[src/rtl/slu_pkg.sv]
package slu_pkg;
  localparam int XLEN   = 32;
  localparam int RIDX_W = 5;
  localparam int IMM_W  = 15;
  localparam int OPC_W  = 7;
  localparam int LANE_W = $clog2(XLEN / 8);

  localparam logic [OPC_W-1:0] OPC_HALF_IMM = 7'h02;
  localparam logic [OPC_W-1:0] OPC_BYTE_IMM = 7'h03;
  localparam logic [OPC_W-1:0] OPC_HALF_REG = 7'h05;
  localparam logic [OPC_W-1:0] OPC_BYTE_REG = 7'h06;

  typedef enum logic [1:0] {ST_IDLE, ST_REQ, ST_WAIT, ST_DONE} slu_state_e;

  typedef struct packed {
    logic              legal;
    logic              is_half;
    logic              use_reg;
    logic [RIDX_W-1:0] dst;
    logic [RIDX_W-1:0] src;
    logic [RIDX_W-1:0] offr;
    logic [IMM_W-1:0]  imm;
  } slu_dec_t;

  // Sign-extend the immediate field and scale it by the access size.
  function automatic logic [XLEN-1:0] scale_imm(logic [IMM_W-1:0] imm, logic is_half);
    logic [XLEN-1:0] sx;
    sx = {{(XLEN-IMM_W){imm[IMM_W-1]}}, imm};
    return is_half ? (sx << 1) : sx;
  endfunction

  // Little-endian lane selection with zero extension.
  function automatic logic [XLEN-1:0] pick_lane(logic [XLEN-1:0] word,
                                                logic [LANE_W-1:0] lo, logic is_half);
    logic [XLEN-1:0] sh;
    sh = word >> (is_half ? {lo[LANE_W-1], 4'd0} : {lo, 3'd0});
    return is_half ? {{(XLEN-16){1'b0}}, sh[15:0]} : {{(XLEN-8){1'b0}}, sh[7:0]};
  endfunction
endpackage

[src/rtl/slu_decode.sv]
module slu_decode
  import slu_pkg::*;
(
  input  logic [XLEN-1:0] instr,
  output slu_dec_t        dec
);
  logic [OPC_W-1:0] opc;
  assign opc = instr[OPC_W-1:0];

  always_comb begin
    dec.legal   = 1'b1;
    dec.is_half = 1'b0;
    dec.use_reg = 1'b0;
    unique case (opc)
      OPC_HALF_IMM: dec.is_half = 1'b1;
      OPC_BYTE_IMM: ;
      OPC_HALF_REG: begin dec.is_half = 1'b1; dec.use_reg = 1'b1; end
      OPC_BYTE_REG: dec.use_reg = 1'b1;
      default:      dec.legal = 1'b0;
    endcase
    dec.dst  = instr[15:11];
    dec.src  = instr[20:16];
    dec.offr = instr[25:21];
    dec.imm  = {instr[31:21], instr[10:7]};
  end
endmodule

[src/rtl/slu_agu.sv]
module slu_agu
  import slu_pkg::*;
(
  input  slu_dec_t        dec,
  input  logic [XLEN-1:0] base,
  input  logic [XLEN-1:0] offr_val,
  output logic [XLEN-1:0] ea,
  output logic            misalign
);
  logic [XLEN-1:0] offset;
  assign offset   = dec.use_reg ? offr_val : scale_imm(dec.imm, dec.is_half);
  assign ea       = base + offset;
  assign misalign = dec.legal & dec.is_half & ea[0];
endmodule

[src/rtl/slu_extract.sv]
module slu_extract
  import slu_pkg::*;
(
  input  logic [XLEN-1:0]   word,
  input  logic [LANE_W-1:0] lo,
  input  logic              is_half,
  output logic [XLEN-1:0]   value
);
  assign value = pick_lane(word, lo, is_half);
endmodule

[src/rtl/subword_load_unit.sv]
module subword_load_unit
  import slu_pkg::*;
(
  input  logic              clk,
  input  logic              rst_n,
  input  logic              start_i,
  input  logic [XLEN-1:0]   instr_i,
  output logic              busy_o,
  output logic [RIDX_W-1:0] base_idx_o,
  input  logic [XLEN-1:0]   base_data_i,
  output logic [RIDX_W-1:0] offr_idx_o,
  input  logic [XLEN-1:0]   offr_data_i,
  output logic              mem_req_valid_o,
  input  logic              mem_req_ready_i,
  output logic [XLEN-1:0]   mem_addr_o,
  input  logic              mem_rsp_valid_i,
  input  logic [XLEN-1:0]   mem_rsp_data_i,
  input  logic              mem_rsp_err_i,
  output logic              done_o,
  output logic              wb_en_o,
  output logic [RIDX_W-1:0] wb_idx_o,
  output logic [XLEN-1:0]   wb_data_o,
  output logic              fault_o,
  output logic              illegal_o
);
  slu_state_e        state;
  slu_dec_t          dec;
  logic [XLEN-1:0]   ea, ea_q, lane_val, data_q;
  logic              misalign, half_q, wb_q, fault_q, illegal_q;
  logic [RIDX_W-1:0] dst_q;

  slu_decode  u_dec (.instr(instr_i), .dec(dec));
  slu_agu     u_agu (.dec(dec), .base(base_data_i), .offr_val(offr_data_i),
                     .ea(ea), .misalign(misalign));
  slu_extract u_ext (.word(mem_rsp_data_i), .lo(ea_q[LANE_W-1:0]),
                     .is_half(half_q), .value(lane_val));

  // Named events for the checks below.
  logic accept_ev, rsp_ev;
  assign accept_ev = (state == ST_IDLE) & start_i;
  assign rsp_ev    = (state == ST_WAIT) & mem_rsp_valid_i;

  assign base_idx_o      = dec.src;
  assign offr_idx_o      = dec.offr;
  assign busy_o          = (state != ST_IDLE);
  assign mem_req_valid_o = (state == ST_REQ);
  assign mem_addr_o      = {ea_q[XLEN-1:LANE_W], {LANE_W{1'b0}}};
  assign done_o          = (state == ST_DONE);
  assign wb_en_o         = done_o & wb_q;
  assign fault_o         = done_o & fault_q;
  assign illegal_o       = done_o & illegal_q;
  assign wb_idx_o        = dst_q;
  assign wb_data_o       = data_q;

  always_ff @(posedge clk or negedge rst_n) begin
    if (!rst_n) begin
      state     <= ST_IDLE;
      ea_q      <= '0;
      half_q    <= 1'b0;
      dst_q     <= '0;
      data_q    <= '0;
      wb_q      <= 1'b0;
      fault_q   <= 1'b0;
      illegal_q <= 1'b0;
    end else begin
      unique case (state)
        ST_IDLE: if (start_i) begin
          ea_q      <= ea;
          half_q    <= dec.is_half;
          dst_q     <= dec.dst;
          data_q    <= '0;
          wb_q      <= 1'b0;
          fault_q   <= dec.legal & misalign;
          illegal_q <= ~dec.legal;
          state     <= (!dec.legal || misalign) ? ST_DONE : ST_REQ;
        end
        ST_REQ: if (mem_req_ready_i) state <= ST_WAIT;
        ST_WAIT: if (mem_rsp_valid_i) begin
          if (mem_rsp_err_i) fault_q <= 1'b1;
          else begin
            wb_q   <= 1'b1;
            data_q <= lane_val;
          end
          state <= ST_DONE;
        end
        ST_DONE: state <= ST_IDLE;
        default: state <= ST_IDLE;
      endcase
    end
  end

  p_reset_quiet_r1: assert property (@(posedge clk) !rst_n |=> !busy_o && !done_o);
  p_req_hold_r11: assert property (@(posedge clk) disable iff (!rst_n)
    mem_req_valid_o && !mem_req_ready_i |=> mem_req_valid_o && $stable(mem_addr_o));
  p_done_pulse_r10: assert property (@(posedge clk) disable iff (!rst_n)
    done_o |=> !done_o && !busy_o);
  p_rsp_done_r10: assert property (@(posedge clk) disable iff (!rst_n)
    rsp_ev |=> done_o);
  p_misalign_fault_r7: assert property (@(posedge clk) disable iff (!rst_n)
    accept_ev && misalign |=> done_o && fault_o && !mem_req_valid_o && !wb_en_o);
  p_illegal_noreq_r9: assert property (@(posedge clk) disable iff (!rst_n)
    accept_ev && !dec.legal |=> illegal_o && !mem_req_valid_o && !wb_en_o);
  p_err_fault_r8: assert property (@(posedge clk) disable iff (!rst_n)
    rsp_ev && mem_rsp_err_i |=> fault_o && !wb_en_o);
  p_byte_zext_r5: assert property (@(posedge clk) disable iff (!rst_n)
    wb_en_o && !half_q |-> wb_data_o[XLEN-1:8] == '0);
  p_half_zext_r6: assert property (@(posedge clk) disable iff (!rst_n)
    wb_en_o && half_q |-> wb_data_o[XLEN-1:16] == '0);
endmodule

[config.mk]
export PLATFORM = sky130hd
export DESIGN_NAME = subword_load_unit
export DESIGN_NICKNAME = d
export VERILOG_FILES = /design/src/rtl/slu_pkg.sv /design/src/rtl/slu_decode.sv /design/src/rtl/slu_agu.sv /design/src/rtl/slu_extract.sv /design/src/rtl/subword_load_unit.sv
export SDC_FILE = /design/constraint.sdc
export NUM_CORES = 1
export LEC_CHECK = 0
export BUFFER_PORTS_ARGS = -buffer_cell sky130_fd_sc_hd__buf_2
export CAP_MARGIN = 0
export CORE_ASPECT_RATIO = 0.7
export CORE_MARGIN = 2
export CORE_UTILIZATION = 45
export CTS_CLUSTER_SIZE = 24
export DETAILED_ROUTE_END_ITERATION = 8
export PLACE_DENSITY = 0.85
export REMOVE_ABC_BUFFERS = 1
export SYNTH_ARGS = -nofsm -noshare
export SYNTH_HDL_FRONTEND = slang
export SYNTH_SLANG_ARGS = --single-unit
[constraint.sdc]
create_clock -name clk -period 2.1 [get_ports clk]
set_clock_uncertainty 0.15 [all_clocks]
set_input_delay 0.21 -clock clk [delete_from_list [all_inputs] [get_ports clk]]
set_output_delay 0.21 -clock clk [all_outputs]
set_load 0.03 [all_outputs]
### Word-level counts from Yosys, hierarchy flattened

Index checks and enable logic that the tools add are counted.

* register bits after elaboration: 75
* bits in latches: 0
* bits in writable memories: 0
* memory bits (read-only): 0
* bits of input ports: 134
* memories kept: 0

* add/subtract/negate cells: 1
* multiply operators: 0
* divide/modulo/power cells: 0
* magnitude comparators: 0
* eq/ne operators: 12
* shift-type cells: 1
* mux-type cells: 24
* bitwise logic cells: 7
* reductions and logical operators: 12

Operator list (number)
* $mux W32: 4
* $pmux W32 S2: 1
* $add A32 B32 Y32: 1
* $shr A32 B5 Y16: 1
* $mux W16: 1
* $mux W15: 1
* $eq A7 B2 Y1 const B: 2
* $eq A7 B3 Y1 const B: 2
* $mux W1: 9
* $mux W2: 4
* $ne A2 B2 Y1 const B: 4
* $pmux W2 S4: 1
* $reduce_and A4 Y1: 2
* $and A1 B1 Y1: 6
* $eq A2 B2 Y1 const B: 2
* $mux W4: 1
* $pmux W1 S2: 2
* $reduce_bool A2 Y1: 2
* $reduce_or A2 Y1: 2
* $reduce_or A4 Y1: 1
* $reduce_and A3 Y1: 1
* $eq A2 B1 Y1 const B: 1
* $logic_not A2 Y1: 1
* $ne A2 B1 Y1 const B: 1
* 4 further kinds: 4

### Longest topological paths before layout

Gate-level depths: netlist of run 1.

* depth after elaboration: 11
* depth in mapped cells: 18
* gate-level depth less buffers: 17

### Cells and area by module

From an unflattened synthesis of run 1, not the netlist that was laid out.

* cell total of the unflattened synthesis: 709
* area total of the unflattened synthesis: 6434.9 µm²

By module, submodules not included
* subword_load_unit: instances 1, cells an instance 286, area each 3453.3 µm²
* slu_agu: instances 1, cells an instance 340, area each 2218.4 µm²
* slu_extract: instances 1, cells an instance 45, area each 469.2 µm²
* slu_decode: instances 1, cells an instance 38, area each 294.0 µm²

### Worst setup path after synthesis of run 1

OpenSTA, ideal clock, no wires.

* kind: input -> register
* start: input instr_i[3]
* end: register ea_q[29]
* arrival: 3.125 ns
* required time: 1.879 ns
* slack: -1.246 ns
* stages on the path: 14
* cells stage by stage: nor4_4 > nand2_1 > buf_2 > mux2i_1 > o21ai_0 > ha_1 > a21oi_2 > nor2_1 > a211oi_1 > o21ai_2 > o31ai_4 > o2bb2ai_1 > or4_1 > nand4_1

* word-level cells in the longest chain between the ends: 6
* elaborated cells on any way between the ends: 10
* those cells by class: 1 x add/sub; 3 x eq/ne; 4 x mux; 2 x reduce/logical

RTL lines
* start, declared: line subword_load_unit.sv:7 `input logic [XLEN-1:0] instr_i,`
* $eq A7 B2 Y1 or $eq A7 B3 Y1 (tied branches): line slu_decode.sv:14 `unique case (opc)`
* $reduce_or A2 Y1 (no line)
* $mux W1: line slu_decode.sv:14
* $mux W15: line slu_pkg.sv:29 `return is_half ? (sx << 1) : sx;`
* $mux W32 *: line slu_agu.sv:11 `assign offset = dec.use_reg ? offr_val : scale_imm(dec.imm, dec.is_half);`
* $add A32 B32 Y32 *: line slu_agu.sv:12 `assign ea = base + offset;`
* end signal, assigned: line subword_load_unit.sv:58 `ea_q <= '0;`
* end signal, assigned: line subword_load_unit.sv:68 `ea_q <= ea;`
* end, declared: line subword_load_unit.sv:28 `logic [XLEN-1:0] ea, ea_q, lane_val, data_q;`

Mark *: on every way between the ends. The rest lies on a longest branch, timed or not.
A chain may end at the register's enable or synchronous reset.

### Worst setup path after layout of run 1

* start: input instr_i[5]
* end: register ea_q[29]

Same word-level chain as after synthesis.

==> out/metrics.yaml, run 1 <==
finalSetupViolations: 30
num_vias: 5657
clockRootBuffer: "clkbuf_16"
period_minus_slack_ps: 3140
grt_pass1_wl_mm: 24.9
synth-seq-cells: 59
die_y_um: 95.2
fin_ws_ps: -1040
arrival_ps: 3250
cp_max_fo: 14
num_rows: 33
synth_warnings: 0
seq_area_um2: 1480
ys_async_sr_fraction_pct: 100
cts_num_sinks: 59
layout.cells.non_filler: 1062
drive_gt1_share_pct: 46.6
clock_latency_ps: 330
min-delay-start: "mem_rsp_data_i[30]"
hold_ws_ps: 46.7
synthDistinctLibCells: 61
gp_congestion: 0.948
synth_area_leaders: "dfrtp_1 28%, buf_4 8.3%, ha_1 8.2%, o21ai_0 7.2%, nand2_1 6.4%"
grt.total_usage_pct: 24.8
use_met1_pct: 33.5
peakVddDrop_v: 0.000575
yosysMostFrequentCell: "nand2_1"
synth_common_cells: "91 x nand2_1, 77 x o21ai_0, 59 x buf_4, 59 x dfrtp_1, 48 x a21oi_1"
port_buffers: 190
total_power_uw: 7670
cts_tree: "done"
p_leak_uw: 0.00394
clk_path_buf_depth: 2
synth_top_area_cell: "dfrtp_1"
cts.clk_slew.worst_paths_ps: 60
detail_route.wl_per_cell_um: 15.8
syn_area_per_cell_um2: 8.36
ant_nets: 0
rsz0062_at_grt: "yes"
grt_overflow: 0
cts_made_buffers: 9
grt.met2_usage_pct: 40.8
path_class: "input port to flip-flop"
dpl_cell_area_um2: 6800
worst_slew_pin_slew_ps: 631
grt_pass1_vias: 5068
reg2reg_from: "state[0]"
required_ps: 2220
end_kind: "flip-flop"
period_share_pct: 149
drc_errors: 0
vias_per_cell: 5.33
fin_area_um2: 7810
synthFlopType: "dfrtp_1"
min-delay-path-class: "input port to flip-flop"
relSlewSlack_pct: 58.0
initial_utilization_pct: 45.9
synthToLayoutAreaGrowth_pct: 46.0
drt_iter0_drc: 279
h-tree-depth: 3
fillCellCount: 928
powerDensity_nw_per_um2: 982
cap_violations: 0
status: "complete, but fails checks"
fin_util_pct: 67.1
die_area_um2: 12800
timing_hold_violations_final: 0
synth_top_area_share_pct: 27.6
synth-seq-area-share_pct: 27.6
dp_cells: 1018
start_kind: "input port"
grt_max_degree: 46
drv_slew: 0
grt_util_met3_pct: 5.69
grt_most_used_layer: "met2"
ios: 219
place_hpwl_mm: 12.6
syn-instance-count: 640
drt_wl_total_mm: 16.7
die_w_um: 134
failed_checks: "setup timing"
nNetsFinal: 1070
timing.fmax_mhz: 319
diodes: 0
synth_edf_count: 0
antenna_found_initial: 0
core-area_um2: 11600
multi_input_area_um2: 3720
syn_area_um2: 5350
crit_start: "instr_i[5]"
first_pass_iters: 5
## logic make-up after synthesis
family	count (synthesis)	synth area share (%)
AO/OA/AOI/OAI	215	25.3
XOR/XNOR	29	4.75
adder cells (fa/ha/maj)	36	8.56
buffers and inverters	108	12.0
flip-flops	59	27.6
multiplexers	28	7.27
other	1	0.0701
AND/OR/NAND/NOR	164	14.5
## sequential cells by signal, indices dropped and copies added, names as in the netlist
register   flops
fault_q        1
ea_q          32
wb_data_o     16
illegal_q      1
state          2
wb_q           1
half_q         1
wb_idx_o       5
## through the flow
step	setup WS, ps	TNS (ps)
2_1_floorplan	-1990	-46940
3_3_place_gp	-1430	-32740
3_5_place_dp	-1560	-35060
4_1_cts	-974	-20340
5_1_grt	-1220	-26740
6_report	-1040	-22490
## cells in the final DEF (no fill, tap or decap), drive strengths merged, types with 7 or more instances in the layout
cell type,n
a21o,24
a21oi,50
a22o,8
a31oi,13
buf,315
clkbuf,10
conb,18
dfrtp,59
ha,35
inv,19
mux2,7
mux2i,13
mux4,8
nand2,91
nand2b,11
nand3,8
nor2,13
nor2b,7
o21ai,83
xnor2,14
xor2,15
## cell type report
| cell class | count | share of cell area (%) |
|---|---|---|
| clock buffers | 9 | 2.88 |
| clock inverters | 7 | 0.977 |
| inverters | 18 | 0.865 |
| multi-input cells | 490 | 47.6 |
| flip-flops and latches | 59 | 18.9 |
| well taps | 157 | 2.51 |
| repair buffers | 322 | 26.3 |
## path summary, 6_finish.rpt
kind / cells past startpoint / to / slack [ps]
setup / recovery: 16 / ea_q[29] / -1040
hold / removal: 3 / wb_data_o[14] / 50
setup reg to reg: 7 / wb_data_o[0] / 220
hold reg to reg: 1 / illegal_q / 320
max in group asynchronous: 3 / ea_q[2] / 860
min in group asynchronous: 2 / ea_q[24] / 310
## timing repair
item / 4_1_cts / 5_1_grt
hold buffers: 6 / 0
cloned: 0 / 1
setup buffers: 11 / 13
pin swaps: 27 / 36
endpoints found under the hold margin: 27 / 0
gates resized for setup: 52 / 65
setup endpoints to repair: 29 / 41
## worst max-delay path: stages
cell       delay [ps]
buf_6              90
nor4_4            320
buf_4             190
nand2_4            50
buf_8             160
mux2i_1           190
o21ai_2            70
ha_1              320
a211oi_2          190
o21ai_1           100
o21ai_2           240
o21ai_4           130
o31ai_4           300
o2bb2ai_2         110
or4_1             470
nand4_1            90
## per-layer routing
metal  up-vias  wire length (µm)
li1       2739                 -
met1      2634              7420
met2       258              7820
met3        26              1280
met4         0               233
met5         -                 0
## power by group
group	total, µW	leakage, µW	internal [µW]	switching [µW]
Clock	1490	0.000142	923	570
Combinational	4330	0.00305	1700	2640
Sequential	1850	0.000751	1610	243
Total	7670	0.00394	4220	3450
Note: power is estimated with default switching activity, not from simulation.
==> inputs of run 2 (changes only) <==
- SKIP_CTS_REPAIR_TIMING: not set -> 1
==> out/metrics.yaml, run 2 (same netlist as run 1, synthesis figures left out) <==
drive_gt1_share_pct: 45.0  # -1.6 points
cts_tree: "done"
num_vias: 5540  # -2.1%
arrival_ps: 3260  # about the same
path_class: "input port to flip-flop"
port_buffers: 190  # unchanged
failed_checks: "setup timing"
fin_ws_ps: -1070  # -37.6 ps
gp_congestion: 0.948  # unchanged
grt_overflow: 0  # unchanged
fin_area_um2: 7680  # -1.6%
grt.total_usage_pct: 23.7  # -1.1 points
grt_pass1_wl_mm: 23.9  # -4.2%
drt_wl_total_mm: 16.6  # -0.75%
period_share_pct: 151  # +1.8 points
dp_cells: 1018  # unchanged
swShare_pct: 45.0  # +0.050 points
fillCellCount: 958  # +3.2%
min_to: "wb_data_o[14]"
cts_made_buffers: 9  # unchanged
cts_num_sinks: 59  # unchanged
hold_ws_ps: 43.2  # -3.44 ps
clk_path_buf_depth: 2  # unchanged
timing.fmax_mhz: 315  # -1.2%
ff2ff_setup_slack_ps: 210  # about the same
nNetsFinal: 1063  # -0.65%
pwr-share-seq_pct: 24.1  # about the same
die_area_um2: 12800  # unchanged
die_y_um: 95.2  # unchanged
min_path_cells: 3  # unchanged
worst_slew_pin_slew_ps: 621  # -9.76 ps
clockRootBuffer: "clkbuf_16"
rsz0062_at_grt: "yes"
layout_common_cells: "188 x buf_2, 106 x buf_4, 89 x nand2_1"
drc_errors: 0  # unchanged
p_int_uw: 4210  # -0.29%
first_pass_iters: 5  # unchanged
detail_route.wl_per_cell_um: 15.8  # about the same
comb_power_share_pct: 56.3  # -0.2 points
clock_latency_ps: 330  # about the same
die_w_um: 134  # unchanged
initial_utilization_pct: 45.9  # unchanged
clkPwrFrac_pct: 19.6  # +0.2 points
start_kind: "input port"
p_leak_uw: 0.00394  # about the same
required_ps: 2190  # -30 ps
grt_pass1_vias: 4900  # -3.3%
drt_iter0_drc: 313  # +12%
fin_util_pct: 66.0  # -1.1 points
grt_max_degree: 46  # unchanged
powerDensity_nw_per_um2: 997  # +1.5%
num_rows: 33  # unchanged
timing_hold_violations_final: 0  # unchanged
min-delay-start: "mem_rsp_data_i[30]"
ios: 219  # unchanged
final_common_cell: "buf_2"
peakVddDrop_v: 0.000575  # about the same
period_minus_slack_ps: 3170  # +37.6 ps
top_register: "ea_q"
relSlewSlack_pct: 58.6  # +0.65 points
finalSetupViolations: 31  # +3.3%
status: "complete, but fails checks"
p_sw_uw: 3450  # about the same
layout.cells.non_filler: 1055  # -0.66%
ff2ff_path_depth: 6  # -1
antenna_found_initial: 0  # unchanged
reg2reg_from: "state[0]"
seq_area_um2: 1480  # unchanged
drv_slew: 0  # unchanged
synthToLayoutAreaGrowth_pct: 43.6
min-delay-path-class: "input port to flip-flop"
ant_nets: 0  # unchanged
diodes: 0  # unchanged
vias_per_cell: 5.25  # -1.4%
reg2reg_to: "wb_data_o[12]"
end_kind: "flip-flop"
dpl_cell_area_um2: 6800  # unchanged
core-area_um2: 11600  # unchanged
cp_max_fo: 3  # -11
multi_input_area_um2: 3630  # -2.4%
largest_reg_flops: 32  # unchanged
h-tree-depth: 3  # unchanged
finalSetupTns_ps: -22610  # -120 ps
cap_violations: 0  # unchanged
cts.clk_slew.worst_paths_ps: 60  # about the same
place_hpwl_mm: 12.6  # unchanged
run 2: changes by cell type in the layout (fill, tap and decap cells not counted), moves of 3 or more:
cell,change
a21oi_1,+3
buf_4,-9
ha_1,+5
ha_4,-5
o21ai_0,-12
o21ai_1,+12
run 2: metal layers:
| metal | global-route usage [%] | part of all wire [%] | wire, µm |
|---|---|---|---|
| met2 | 37.8 | 46 | 7600 |
| met4 | 5.44 | 1.3 | 210 |
| met3 | 5.79 | 7.3 | 1210 |
| met1 | 32.7 | 46 | 7590 |
| met5 | 0 | 0 | 0 |
run 2: layout make-up:
cell class | instances | area share (%)
multi-input cells | 490 | 47.2
repair buffers | 315 | 26.2
flip-flops and latches | 59 | 19.2
clock buffers | 9 | 2.93
well taps | 157 | 2.56
clock inverters | 7 | 0.993
inverters | 18 | 0.879
run 2: worst max-delay path by stage:
stage          startpoint       end  slack (ps)  depth (start not counted)
2_1_floorplan  instr_i[3]  ea_q[28]       -1990                         12
3_3_place_gp   instr_i[1]  ea_q[23]       -1430                         14
3_5_place_dp   instr_i[1]  ea_q[30]       -1560                         15
4_1_cts        instr_i[1]  ea_q[30]       -1210                         15
5_1_grt        instr_i[6]  ea_q[26]       -1220                         18
6_report       instr_i[6]  ea_q[26]       -1070                         18
run 2: worst max-delay path, cell delays in order:
cell and delay (ps):
buf_6 100, nor4_4 300, buf_4 170, nand3_1 100
o21ai_1 170, a21oi_2 80, o21ai_1 100, ha_2 220
inv_2 40, fa_2 390, nor2b_4 140, o211ai_1 150
a21oi_2 280, o21a_1 200, or2_4 170, nand3_4 70
and3_4 170, o31ai_2 210
run 2: power groups by stage:
stage                     Clock [µW]  Combinational (µW)  Sequential [µW]
after floorplan                    0                1730             2690
after global placement             0                3960             1850
after detailed placement           0                4030             1860
after CTS                       1520                4040             1850
after global routing            1590                4670             1900
final                           1500                4310             1850
run 2: stage by stage:
step           power, µW  setup slack [ps]
4_1_cts             7410             -1210
6_report            7660             -1070
3_3_place_gp        5810             -1430
3_5_place_dp        5890             -1560
5_1_grt             8160             -1220
2_1_floorplan       4430             -1990
